`src/rtl/winsave_pkg.sv`:
```
package winsave_pkg;

  localparam int TRACK_N = 16;
  localparam int TRACK_W = 4;
  localparam int ARCH_W  = 5;

  typedef enum logic [2:0] {
    ST_IDLE,
    ST_SV_MAP,
    ST_SV_REG,
    ST_RS_MAP,
    ST_RS_MAPW,
    ST_RS_REG,
    ST_RS_REGW
  } seq_state_t;

  // ins (24..31) -> bits 0..7, locals (16..23) -> bits 8..15
  function automatic logic [TRACK_W-1:0] arch_to_slot(input logic [ARCH_W-1:0] a);
    return a[3] ? {1'b0, a[2:0]} : {1'b1, a[2:0]};
  endfunction

  function automatic logic [ARCH_W-1:0] slot_to_arch(input logic [TRACK_W-1:0] t);
    return t[3] ? {2'b10, t[2:0]} : {2'b11, t[2:0]};
  endfunction

endpackage

```
`src/rtl/winsave_dirty_map.sv`:
```
module winsave_dirty_map
  import winsave_pkg::*;
#(
  parameter int NWIN  = 8,
  parameter int WIN_W = 3
) (
  input  logic               clk,
  input  logic               rst,
  input  logic               clr_en,
  input  logic [WIN_W-1:0]   clr_win,
  input  logic               set_en,
  input  logic [WIN_W-1:0]   set_win,
  input  logic [TRACK_W-1:0] set_slot,
  input  logic               ld_en,
  input  logic [WIN_W-1:0]   ld_win,
  input  logic [TRACK_N-1:0] ld_map,
  input  logic [WIN_W-1:0]   rd_win,
  output logic [TRACK_N-1:0] rd_map
);

  logic [TRACK_N-1:0] maps [NWIN];

  for (genvar w = 0; w < NWIN; w++) begin : g_win
    logic [TRACK_N-1:0] q;
    logic [TRACK_N-1:0] nxt;

    // load, then clear, then set: a write in the entry cycle survives
    always_comb begin
      nxt = q;
      if (ld_en && ld_win == WIN_W'(w))   nxt = ld_map;
      if (clr_en && clr_win == WIN_W'(w)) nxt = '0;
      if (set_en && set_win == WIN_W'(w)) nxt[set_slot] = 1'b1;
    end

    always_ff @(posedge clk) begin
      if (rst) q <= '0;
      else     q <= nxt;
    end

    assign maps[w] = q;
  end

  assign rd_map = maps[rd_win];

endmodule

```
`src/rtl/winsave_pick.sv`:
```
module winsave_pick #(
  parameter int N = 16,
  parameter int W = 4
) (
  input  logic [N-1:0] vec,
  output logic         found,
  output logic [W-1:0] first
);

  always_comb begin
    found = 1'b0;
    first = '0;
    for (int i = N - 1; i >= 0; i--) begin
      if (vec[i]) begin
        found = 1'b1;
        first = W'(i);
      end
    end
  end

endmodule

```
`src/rtl/winsave_seq.sv`:
```
module winsave_seq
  import winsave_pkg::*;
#(
  parameter int NWIN = 8,
  parameter int AW   = 16,
  parameter int DW   = 32,
  localparam int WIN_W = (NWIN > 1) ? $clog2(NWIN) : 1
) (
  input  logic              clk,
  input  logic              rst,
  input  logic              enter_en,
  input  logic [WIN_W-1:0]  enter_win,
  input  logic              wr_en,
  input  logic [WIN_W-1:0]  wr_win,
  input  logic [ARCH_W-1:0] wr_idx,
  input  logic              cmd_valid,
  input  logic              cmd_save,
  input  logic [WIN_W-1:0]  cmd_win,
  input  logic [AW-1:0]     cmd_base,
  output logic              busy,
  output logic              done,
  output logic [WIN_W-1:0]  rf_rd_win,
  output logic [ARCH_W-1:0] rf_rd_idx,
  input  logic [DW-1:0]     rf_rd_data,
  output logic              rf_we,
  output logic [WIN_W-1:0]  rf_wwin,
  output logic [ARCH_W-1:0] rf_widx,
  output logic [DW-1:0]     rf_wdata,
  output logic              mem_req_valid,
  input  logic              mem_req_ready,
  output logic              mem_req_we,
  output logic [AW-1:0]     mem_req_addr,
  output logic [DW-1:0]     mem_req_wdata,
  input  logic              mem_rsp_valid,
  input  logic [DW-1:0]     mem_rsp_data
);

  seq_state_t          st_q;
  logic [WIN_W-1:0]    win_q;
  logic [AW-1:0]       base_q;
  logic [TRACK_N-1:0]  pend_q;
  logic [TRACK_W-1:0]  slot_q;
  logic                req_valid_q;
  logic                req_we_q;
  logic [AW-1:0]       req_addr_q;
  logic                done_q;
  logic                rf_we_q;
  logic [WIN_W-1:0]    rf_wwin_q;
  logic [ARCH_W-1:0]   rf_widx_q;
  logic [DW-1:0]       rf_wdata_q;

  logic [TRACK_N-1:0]  cur_map;
  logic                map_ld;
  logic                save_path;
  logic                step;
  logic [TRACK_N-1:0]  pick_vec;
  logic                pick_found;
  logic [TRACK_W-1:0]  pick_idx;

  assign map_ld    = (st_q == ST_RS_MAPW) && mem_rsp_valid;
  assign save_path = (st_q == ST_SV_MAP) || (st_q == ST_SV_REG);
  assign step      = (save_path && req_valid_q && mem_req_ready) ||
                     (((st_q == ST_RS_MAPW) || (st_q == ST_RS_REGW)) && mem_rsp_valid);
  assign pick_vec  = (st_q == ST_RS_MAPW) ? mem_rsp_data[TRACK_N-1:0] : pend_q;

  winsave_dirty_map #(
    .NWIN  (NWIN),
    .WIN_W (WIN_W)
  ) u_map (
    .clk      (clk),
    .rst      (rst),
    .clr_en   (enter_en),
    .clr_win  (enter_win),
    .set_en   (wr_en && wr_idx[ARCH_W-1]),
    .set_win  (wr_win),
    .set_slot (arch_to_slot(wr_idx)),
    .ld_en    (map_ld),
    .ld_win   (win_q),
    .ld_map   (mem_rsp_data[TRACK_N-1:0]),
    .rd_win   (cmd_win),
    .rd_map   (cur_map)
  );

  winsave_pick #(
    .N (TRACK_N),
    .W (TRACK_W)
  ) u_pick (
    .vec   (pick_vec),
    .found (pick_found),
    .first (pick_idx)
  );

  always_ff @(posedge clk) begin
    if (rst) begin
      st_q        <= ST_IDLE;
      win_q       <= '0;
      base_q      <= '0;
      pend_q      <= '0;
      slot_q      <= '0;
      req_valid_q <= 1'b0;
      req_we_q    <= 1'b0;
      req_addr_q  <= '0;
      done_q      <= 1'b0;
      rf_we_q     <= 1'b0;
      rf_wwin_q   <= '0;
      rf_widx_q   <= '0;
      rf_wdata_q  <= '0;
    end else begin
      done_q  <= 1'b0;
      rf_we_q <= 1'b0;

      case (st_q)
        ST_IDLE: begin
          if (cmd_valid) begin
            win_q       <= cmd_win;
            base_q      <= cmd_base;
            req_valid_q <= 1'b1;
            req_we_q    <= cmd_save;
            req_addr_q  <= cmd_base;
            if (cmd_save) begin
              pend_q <= cur_map;
              st_q   <= ST_SV_MAP;
            end else begin
              st_q   <= ST_RS_MAP;
            end
          end
        end
        ST_RS_MAP: begin
          if (mem_req_ready) begin
            req_valid_q <= 1'b0;
            st_q        <= ST_RS_MAPW;
          end
        end
        ST_RS_REG: begin
          if (mem_req_ready) begin
            req_valid_q <= 1'b0;
            st_q        <= ST_RS_REGW;
          end
        end
        default: ;
      endcase

      if (st_q == ST_RS_REGW && mem_rsp_valid) begin
        rf_we_q    <= 1'b1;
        rf_wwin_q  <= win_q;
        rf_widx_q  <= slot_to_arch(slot_q);
        rf_wdata_q <= mem_rsp_data;
      end

      if (step) begin
        if (pick_found) begin
          slot_q      <= pick_idx;
          pend_q      <= pick_vec & ~(TRACK_N'(1) << pick_idx);
          req_valid_q <= 1'b1;
          req_we_q    <= save_path;
          req_addr_q  <= base_q + AW'(pick_idx) + AW'(1);
          st_q        <= save_path ? ST_SV_REG : ST_RS_REG;
        end else begin
          req_valid_q <= 1'b0;
          done_q      <= 1'b1;
          st_q        <= ST_IDLE;
        end
      end
    end
  end

  assign busy          = (st_q != ST_IDLE);
  assign done          = done_q;
  assign rf_rd_win     = win_q;
  assign rf_rd_idx     = slot_to_arch(slot_q);
  assign rf_we         = rf_we_q;
  assign rf_wwin       = rf_wwin_q;
  assign rf_widx       = rf_widx_q;
  assign rf_wdata      = rf_wdata_q;
  assign mem_req_valid = req_valid_q;
  assign mem_req_we    = req_we_q;
  assign mem_req_addr  = req_addr_q;
  assign mem_req_wdata = (st_q == ST_SV_MAP) ? {{(DW-TRACK_N){1'b0}}, pend_q} : rf_rd_data;

endmodule

```
`config.mk`:
```
export PLATFORM = sky130hd
export DESIGN_NAME = winsave_seq
export DESIGN_NICKNAME = d
export VERILOG_FILES = /design/src/rtl/winsave_pkg.sv /design/src/rtl/winsave_dirty_map.sv /design/src/rtl/winsave_pick.sv /design/src/rtl/winsave_seq.sv
export SDC_FILE = /design/constraint.sdc
export NUM_CORES = 1
export LEC_CHECK = 0
export BUFFER_PORTS_ARGS = -buffer_cell sky130_fd_sc_hd__buf_4
export CAP_MARGIN = 20
export CORE_ASPECT_RATIO = 0.8
export CORE_MARGIN = 2
export CORE_UTILIZATION = 52
export DETAILED_ROUTE_END_ITERATION = 10
export PLACE_DENSITY = 0.76
export SKIP_CTS_REPAIR_TIMING = 1
export SLEW_MARGIN = 5
export SYNTH_ARGS = -nofsm -noshare
export SYNTH_HDL_FRONTEND = slang
export SYNTH_SLANG_ARGS = --single-unit
```
`constraint.sdc`:
```
create_clock -name clk -period 3.2 [get_ports clk]
set_input_delay 0.16 -clock clk [delete_from_list [all_inputs] [get_ports clk]]
set_output_delay 0.16 -clock clk [all_outputs]
set_load 0.1 [all_outputs]
```
### Word-level counts from Yosys, hierarchy flattened

Cells that the tools add are included.
Widths: inputs -> output; s select.

* input port bits: 102
* output and inout bits: 101
* flip-flop bits (word level): 230
* word-level logic and storage cells: 210

* bitwise operators: 12
* eq/ne operators: 31
* add/sub/neg operators: 2
* $lt $le $gt $ge: 3
* shift-type cells: 1
* mux-type cells: 93
* reduce and logical (&&, ||, !) cells: 47

Operators with widths (number)
* $mux 16: 36
* $or 16x16->16: 8
* $mux 4: 18
* $bmux 16 s3: 1
* $eq 3x3->1 const B: 15
* $mux 32: 1
* $logic_and 1x1->1: 31
* $mux 1: 27
* $eq 3x2->1 const B: 8
* $mux 3: 6
* $add 16x1->16 const B: 1
* $add 16x4->16: 1
* $and 16x16->16: 1
* $not 16->16: 1
* $shl 1x4->16 const A: 1
* $eq 3x1->1 const B: 4
* $logic_not 3->1: 4
* $ne 3x3->1 const B: 3
* $pmux 3 s3: 1
* $reduce_bool 3->1: 2
* $lt 4x5->1 const B: 1
* $demux 1 s4: 1
* $ge 4x1->1 const B: 1
* $ge 4x4->1 const B: 1
* 11 further kinds: 15

### Depth between registers and ports, before layout

Gate-level depths: netlist of run 1.

* depth in word-level cells: 23
* depth in mapped cells: 16
* depth with buffers taken out: 15

### By module

Synthesis of run 1 repeated with hierarchy kept, for this count alone.

* cell total of the unflattened synthesis: 1196
* area total of the unflattened synthesis: 11548.6 µm²

Modules (own cells, without submodules)
* winsave_dirty_map: area an instance 6322.3 µm², times used 1, cells an instance 544
* winsave_seq: area an instance 5047.3 µm², times used 1, cells an instance 619
* winsave_pick: area an instance 178.9 µm², times used 1, cells an instance 33

### Worst setup path before layout of run 1

OpenSTA, ideal clock, no wires.

* path type: register to register
* start: register st_q[0]
* end: register req_addr_q[12], in the netlist mem_req_addr[12]
* required time: 3.109 ns
* library setup time: 0.091 ns
* setup slack: -0.125 ns
* arrival: 3.234 ns
* buffers on the path: 1
* stages on the path, launching flop included: 17
* cells stage by stage: dfxtp_1 > or3b_1 > buf_6 > nand2_1 > nand2_1 > o311a_1 > o22ai_2 > nand2_1 > ha_1 > fa_1 > nor2b_1 > o21ai_0 > a21o_1 > nor2_1 > xor2_1 > nor2_1 > a311oi_1

* word-level cells in the longest chain between the ends: 22
* elaborated cells between the ends (all ways): 49

RTL lines
* start, declared: RTL line winsave_seq.sv:38 `seq_state_t st_q;`
* start signal, assigned: RTL line winsave_seq.sv:157 `st_q <= save_path ? ST_SV_REG : ST_RS_REG;`
* $eq 3x3->1: RTL line winsave_seq.sv:63, winsave_seq.sv:64
* $mux 16: RTL line winsave_seq.sv:64 `assign pick_vec = (st_q == ST_RS_MAPW) ? mem_rsp_data[TRACK_N-1:0] : pend_q;`
* $mux 4 (16 in a row): RTL line winsave_pick.sv:14 `if (vec[i]) begin`
* $add 16x4->16: RTL line winsave_seq.sv:156 `req_addr_q <= base_q + AW'(pick_idx) + AW'(1);`
* $add 16x1->16: RTL line winsave_seq.sv:156
* $mux 16: RTL line winsave_seq.sv:151 `if (pick_found) begin`
* $mux 16 *: RTL line winsave_seq.sv:150 `if (step) begin`
* end signal, assigned: RTL line winsave_seq.sv:119 `req_addr_q <= cmd_base;`
* end signal, assigned: RTL line winsave_seq.sv:156
* end, declared: RTL line winsave_seq.sv:45 `logic [AW-1:0] req_addr_q;`

Every way passes the cells marked *; elsewhere a longest branch is shown, timed or not.
A chain may end at the register's enable or synchronous reset.

### Worst setup path in the final report of run 1

* start: register st_q[0]
* end: register req_addr_q[8], in the netlist mem_req_addr[8]

Same word-level chain as after synthesis.

==> results by group, run 1 <==
Floorplanning
  • Full die area: 24,700 um2
  • Ports: 203
  • Core Rows: 50
  • Core area: 23,210 um2
  • Die Height: 141.0 um
  • Die width: 175.2 um
  • Initial Utilization: 0.5254

STA
  • Slew headroom: 0.2133
  • Endpoints failing hold: 2
  • Slew of the pin with the lowest slew margin: 1.176 ns
  • Final setup vio count: 6
  • Tcrit/Tclk final: 1.036
  • Setup WS post-layout: -0.1143 ns
  • Final Critical Period: 3.314 ns
  • RSZ-0062 raised after global routing: yes
  • Max Slew Vio Count: 0
  • Clk_skew: 0.01206 ns
  • Hold_ws: -0.01813 ns
  • Fmax: 0.3017 GHz

Drt
  • DR vias/cell: 6.092
  • WL/cell: 20.96 um
  • Iteration-0 DRC Markers: 1,637
  • WL final: 43,400 um
  • DRC Markers: 0
  • Routed Antenna Nets: 0
  • Routed via count: 12,620
  • DRT Pass-1 Iters: 6

Logic synthesis
  • Ys Warns: 0
  • Cells after synthesis: 1,544
  • Synth Register Bits: 230
  • Post-synth EDFFs: 0
  • Distinct cells, synth: 67
  • Post-Synthesis Mean Instance Area: 7.898 um2
  • Syn_nets: 1,651
  • Netlist area before placement: 12,190 um2
  • Ys flop type: dfxtp_1
  • FFs w/ async S/R, synth: 0
  • Sequential share of the synthesized area: 0.3776

Clock tree
  • CTS sink cnt: 230
  • H-tree Lvls: 1
  • Number of buffers created by CTS: 25
  • Worst-path clk slew: 0.06 ns
  • TritonCTS clock tree: yes
  • Worst-case clock buffer depth: 3
  • Clk Tree Root Cell: clkbuf_16
  • Clk_lat worst skew: 0.54 ns

Layout
  • Fillers: 1,877
  • Antenna cells: 0
  • Multi-input gate area: 7114 um2
  • Most frequent cells in the layout: nand2_1, buf_4, a21oi_1, dfxtp_1, nor2_1
  • NumNets Final: 1,850
  • Proportion of layout cells with a drive suffix above 1: 0.2263
  • Synthesis-to-layout area growth: 25.69%
  • Register area: 4606 um2
  • Most common cell after layout, fill and taps aside: nand2_1

Critical path
  • Worst EP arrival: 3.76 ns
  • Reg-to-reg endpoint: mem_req_addr[8]
  • Crit Path Max Fanout: 8
  • Top delay family on crit path: simple AND/OR/NAND/NOR gates
  • CP endpoint kind: flip-flop
  • Cells along the critical path: or3b_4 -> buf_12 -> nand2_1 -> nand2_2 -> or3_4 -> o22ai_4 -> nand2_2 -> ha_4 -> fa_2 -> nor2b_1 -> o21ai_1 -> a21o_2 -> nor2_4 -> xor2_1 -> nor2_1 -> a311oi_1
  • Crit. Startpoint: st_q[0]
  • Cell mode on critical path: nand2_2
  • FF-to-FF path depth: 16
  • Critical path buffer and inverter count: 1
  • CP max stage delay: 0.40 ns
  • Worst r2r src: st_q[0]
  • CP required: 3.65 ns
  • R2r setup slk: -0.11 ns
  • CP Class: flip-flop to flip-flop
  • Highest-delay cell along the critical path: or3b_4
  • Worst Setup Start Kind: flip-flop

Run status
  • Status: complete, but fails checks
  • Failing checks: negative hold slack, negative setup slack

Power
  • Total power: 11.45 mW
  • Leak pwr: 6.116 nW
  • Maximum vdd drop: 0.0005437 V
  • PD cells: 746.9 nW/um2

Placed design
  • Routability cong.: 0.9933
  • Buffers on Ports: 201
  • DP Wirelength: 28,430 um

Global route
  • Total grt overflow: 0
  • First-pass GRT wire length: 65,540 um
  • Vias in the first global route: 11,830
  • GR Util All Layers: 0.3352
  • Largest net degree at the start of global routing: 83
  • Initial antenna violation count: 0

Hold path
  • Hold path startpoint: mem_rsp_data[14]
  • Worst Hold Class: primary input to flip-flop
  • WHS Path Cells: 3
  • Hold Path End: rf_wdata[14]

Job
  • Number of max-cap violations: 0
-- metal layers --
metal | part of all wire | GRT usage
met1 | 0.39 | 0.4472
met2 | 0.44 | 0.5226
met3 | 0.12 | 0.09574
met4 | 0.039 | 0.1149
met5 | 0 | 0
-- synth_stat cells (all sizes together) (3+ instances only) --
cell     number  area share
nand2       298       0.092
o22a         41       0.029
nand2b       12      0.0062
o211ai        5      0.0031
and2          4      0.0021
a311oi       15       0.011
nor3         28       0.012
nor2        235       0.073
a31oi         3      0.0021
a211oi       10      0.0062
nand4         3      0.0015
inv          12      0.0037
nor4         10      0.0064
mux4         32       0.059
xor2          5      0.0036
mux2i        93       0.078
a21oi       239       0.098
buf          25       0.012
and3         13      0.0067
ha            4      0.0041
or3           3      0.0015
xnor2         9      0.0065
nor3b         4      0.0033
dfxtp       230        0.38
a2111oi       6      0.0058
clkbuf      105       0.032
mux2         16       0.015
o21ai        13      0.0056
nor2b        23       0.012
or2           8      0.0041
nand3b        4      0.0025
o31ai         3      0.0018
nand3         8      0.0033
-- report_power, final --
part	switching (mW)	total, mW	internal (mW)
clock	1.20	2.76	1.57
combinational	3.65	5.26	1.61
sequential	0.275	3.42	3.15
-- metrics by stage --
stage               utilization   TNS, ns  std cells  area (um2)  setup slack (ns)
floorplan                     -         0       1544       12220           0.02050
global placement         0.6071  -0.08880       1986       14090          -0.03516
detailed placement       0.6071   -0.3190       1986       14090          -0.09940
CTS                      0.6404   -0.5856       2029       14860           -0.1597
global route             0.6604    -1.985       2071       15330           -0.2657
finish                   0.6604   -0.3746       2071       15330           -0.1143
-- cell type report --
| class | count | share of cell area |
|---|---|---|
| multi-input cells | 1172 | 0.4642 |
| flip-flops and latches | 230 | 0.3005 |
| repair buffers | 302 | 0.1566 |
| clock buffers | 38 | 0.04727 |
| well taps | 312 | 0.02547 |
| clock inverters | 5 | 0.003102 |
| inverters | 12 | 0.002939 |
-- cells by family (layout without fill, tap and decap cells) --
| family | count (synthesis) | after routing | synth area share |
|---|---|---|---|
| AOI/OAI and AO/OA | 354 | 354 | 0.1770 |
| xor gates and xnor gates | 14 | 14 | 0.01006 |
| adders and majority gates | 5 | 5 | 0.005746 |
| buffers and inverters | 142 | 357 | 0.04822 |
| DFF | 230 | 230 | 0.3776 |
| muxes | 141 | 141 | 0.1523 |
| other | 1 | 1 | 0.0003075 |
| and+or+nand+nor | 657 | 657 | 0.2288 |
-- worst register-to-register path, stage by stage (launching register included) --
cell,delay [ns]
dfxtp_1,0.31
or3b_4,0.40
buf_12,0.16
nand2_1,0.08
nand2_2,0.07
or3_4,0.39
o22ai_4,0.12
nand2_2,0.08
ha_4,0.17
fa_2,0.36
nor2b_1,0.13
o21ai_1,0.08
a21o_2,0.30
nor2_4,0.14
xor2_1,0.18
nor2_1,0.07
a311oi_1,0.17
-- registers in the layout, summed over array words and instances, names as in the netlist --
signal,cells
base_q,16
done,1
mem_req_addr,16
mem_req_valid,1
mem_req_we,1
pend_q,16
rf_rd_win,3
rf_wdata,32
rf_we,1
rf_widx,5
rf_wwin,3
slot_q,4
st_q,3
u_map.g_win.q,128
-- worst max path at each step --
| stage | end | depth (start not counted) | slack, ns |
|---|---|---|---|
| after global routing | mem_req_addr[6] | 16 | -0.27 |
| after floorplan | mem_req_addr[14] | 16 | 0.02 |
| after detailed placement | mem_req_addr[6] | 16 | -0.1 |
| after global placement | mem_req_addr[14] | 16 | -0.04 |
| after CTS | mem_req_addr[8] | 16 | -0.16 |
| final | mem_req_addr[8] | 16 | -0.11 |
No activity file was read; power rests on OpenSTA's default activity.
==> run 2: changes to the inputs <==
--- a/config.mk
+++ b/config.mk
@@ -5,13 +5,14 @@
 export SDC_FILE = /design/constraint.sdc
 export NUM_CORES = 1
 export LEC_CHECK = 0
+export ABC_AREA = 1
 export BUFFER_PORTS_ARGS = -buffer_cell sky130_fd_sc_hd__buf_4
 export CAP_MARGIN = 20
 export CORE_ASPECT_RATIO = 0.8
 export CORE_MARGIN = 2
-export CORE_UTILIZATION = 52
+export CORE_UTILIZATION = 51
 export DETAILED_ROUTE_END_ITERATION = 10
-export PLACE_DENSITY = 0.76
+export PLACE_DENSITY = 0.75
 export SKIP_CTS_REPAIR_TIMING = 1
 export SLEW_MARGIN = 5
 export SYNTH_ARGS = -nofsm -noshare
==> results by group, run 2 <==
Run status
  • Status: complete, but fails checks
  • Failing checks: negative hold slack, negative setup slack

Clock tree
  • Worst-case clock buffer depth: 3 (unchanged)
  • Number of buffers created by CTS: 24 (-4.0%)
  • Clk Tree Root Cell: clkbuf_16
  • CTS sink cnt: 230 (unchanged)
  • Clk_lat worst skew: 0.52 ns (-0.02 ns)
  • Worst-path clk slew: 0.06 ns (about the same)
  • TritonCTS clock tree: yes
  • H-tree Lvls: 1 (unchanged)

Placed design
  • Inst Count DP: 2,221 (+12%)
  • Placed Area: 13,950 um2 (-1.0%)
  • Routability cong.: 0.9352 (-5.8%)
  • DP Wirelength: 27,270 um (-4.1%)
  • Buffers on Ports: 201 (unchanged)

STA
  • Setup WS post-layout: -0.3276 ns (-0.2133 ns)
  • Slew of the pin with the lowest slew margin: 1.182 ns (+0.006591 ns)
  • Max Slew Vio Count: 0 (unchanged)
  • Hold_ws: -0.03203 ns (-0.01391 ns)
  • Final setup vio count: 9 (+3)
  • Tcrit/Tclk final: 1.102 (+0.06667)
  • Final Critical Period: 3.528 ns (+0.2133 ns)
  • Slew headroom: 0.2109 (-0.002346)
  • RSZ-0062 raised after global routing: yes
  • Clk_skew: 0.009451 ns (-0.002612 ns)
  • Fmax: 0.2835 GHz (-6.0%)
  • Endpoints failing hold: 3 (+1)

Critical path
  • Cell mode on critical path: nand2_1
  • Highest-delay cell along the critical path: fa_2
  • CP Class: flip-flop to flip-flop
  • CP max stage delay: 0.38 ns (-0.02 ns)
  • Top delay family on crit path: simple AND/OR/NAND/NOR gates
  • CP endpoint kind: flip-flop
  • Worst Setup Start Kind: flip-flop
  • Critical path buffer and inverter count: 3 (+2)
  • CP required: 3.66 ns (about the same)
  • Worst EP arrival: 3.99 ns (+0.23 ns)
  • Crit Path Max Fanout: 8 (unchanged)

Layout
  • Final instance area: 15,380 um2 (+0.37%)
  • NumNets Final: 2,084 (+13%)
  • Register bank with the most flops: u_map.g_win.q
  • Largest register FFs: 128 (unchanged)
  • Most common cell after layout, fill and taps aside: nand2_1
  • Non-filler instance count after layout: 2,307 (+11%)
  • Proportion of layout cells with a drive suffix above 1: 0.1945 (-0.03178)
  • Antenna cells: 0 (unchanged)
  • Most frequent cells in the layout: nand2_1, buf_4, a21oi_1, dfxtp_1, o211ai_1
  • Synthesis-to-layout area growth: 27.37%

Logic synthesis
  • Cells after synthesis: 1,778 (+15%)
  • Synth top area cells: dfxtp_1, nand2_1, a21oi_1, o211ai_1, o21ai_0
  • Synth Register Bits: 230 (unchanged)
  • Netlist area before placement: 12,080 um2 (-0.95%)
  • Sequential share of the synthesized area: 0.3812 (+0.003638)
  • Post-synth EDFFs: 0 (unchanged)
  • Post-Synthesis Mean Instance Area: 6.793 um2 (-14%)
  • Synth top cells by count: nand2_1, a21oi_1, dfxtp_1, o211ai_1, inv_1
  • Ys flop type: dfxtp_1
  • Top cell type's share of synthesized area: 0.3812 (+0.003638)
  • Distinct cells, synth: 53 (-21%)
  • Yosys top cell by area: dfxtp_1
  • FFs w/ async S/R, synth: 0 (unchanged)
  • Ys Warns: 0 (unchanged)
  • Most frequent cell after synthesis: nand2_1
  • Syn_nets: 1,885 (+14%)

Drt
  • WL final: 43,570 um (+0.39%)
  • Routed Antenna Nets: 0 (unchanged)
  • DRC Markers: 0 (unchanged)
  • DR vias/cell: 5.883 (-3.4%)
  • WL/cell: 18.89 um (-9.9%)
  • Iteration-0 DRC Markers: 1,772 (+8.2%)
  • DRT Pass-1 Iters: 6 (unchanged)
  • Routed via count: 13,570 (+7.6%)

Power
  • Leak pwr: 6.245 nW (+2.1%)
  • Maximum vdd drop: 0.0008000 V (+47%)
  • PD cells: 912.7 nW/um2 (+22%)

Floorplanning
  • Full die area: 24,940 um2 (+0.96%)
  • Die width: 176.1 um (+0.48%)
  • Ports: 203 (unchanged)
  • Die Height: 141.6 um (+0.48%)
  • Core Rows: 50 (unchanged)
  • Initial Utilization: 0.5176 (-0.007804)
  • Core area: 23,330 um2 (+0.54%)

Job
  • Number of max-cap violations: 0 (unchanged)

Global route
  • First-pass GRT wire length: 65,700 um (+0.25%)
  • GR Util All Layers: 0.3301 (-0.005130)
  • Initial antenna violation count: 0 (unchanged)
  • Vias in the first global route: 11,810 (-0.14%)
  • Total grt overflow: 0 (unchanged)
  • Largest net degree at the start of global routing: 81 (-2.4%)

Hold path
  • Worst Hold Class: primary input to flip-flop
## run 2: worst paths after layout
path / cells after the start / slack [ns] / end / start
hold reg to reg: 2 / 0.46 / rf_wwin[1] / rf_wwin[1]
hold / removal: 3 / -0.03 / base_q[6] / cmd_base[6]
setup / recovery: 26 / -0.33 / mem_req_addr[12] / st_q[0]
setup reg to reg: 26 / -0.33 / mem_req_addr[12] / st_q[0]
## run 2: where the power goes
part           total, mW  internal, mW  switching (mW)
clock               3.20          2.00            1.19
sequential          3.41          3.18           0.229
combinational       7.43          2.24            5.19
total               14.0          7.43            6.61
## run 2: area by class of cell
cell class,instances,area (um2)
fillers,2012,7951
multi-input cells,1272,6535
flip-flops and latches,230,4607
repair buffers,301,2382
clock buffers,33,695.7
inverters,148,565.5
well taps,312,390.4
clock inverters,11,207.7
## run 2: worst min-delay path, stage by stage
cell	delay, ns
buf_4	0.08
nand2_1	0.09
a21oi_1	0.13
## run 2: metrics by stage
step | power [mW] | util | setup TNS [ns] | setup WS [ns]
after floorplan | 8.365 | - | -0.6853 | -0.1336
after global placement | 10.23 | 0.5976 | -0.07792 | -0.03524
after detailed placement | 10.33 | 0.5976 | -0.5231 | -0.1344
after CTS | 13.50 | 0.6364 | -0.9024 | -0.2178
after global routing | 14.64 | 0.6592 | -3.685 | -0.5528
final | 14.04 | 0.6592 | -1.286 | -0.3276
## run 2: routing by layer
| metal | global-route usage | vias to the layer above | wire (um) |
|---|---|---|---|
| met2 | 0.4933 | 823 | 18910 |
| li1 | - | 6404 | - |
| met1 | 0.4895 | 6266 | 18540 |
| met5 | 0 | - | 0 |
| met3 | 0.05305 | 79 | 5084 |
| met4 | 0.09439 | 0 | 1032 |
## run 2: cell families (layout without fill, tap and decap cells)
logic type | Yosys count | count (layout) | synth area share
DFF | 230 | 230 | 0.3812
adders and majority gates | 5 | 5 | 0.005802
xor gates and xnor gates | 8 | 8 | 0.005802
and+or+nand+nor | 671 | 671 | 0.2243
other | 1 | 1 | 0.0003105
buffers and inverters | 276 | 493 | 0.09303
AOI/OAI and AO/OA | 587 | 587 | 0.2895
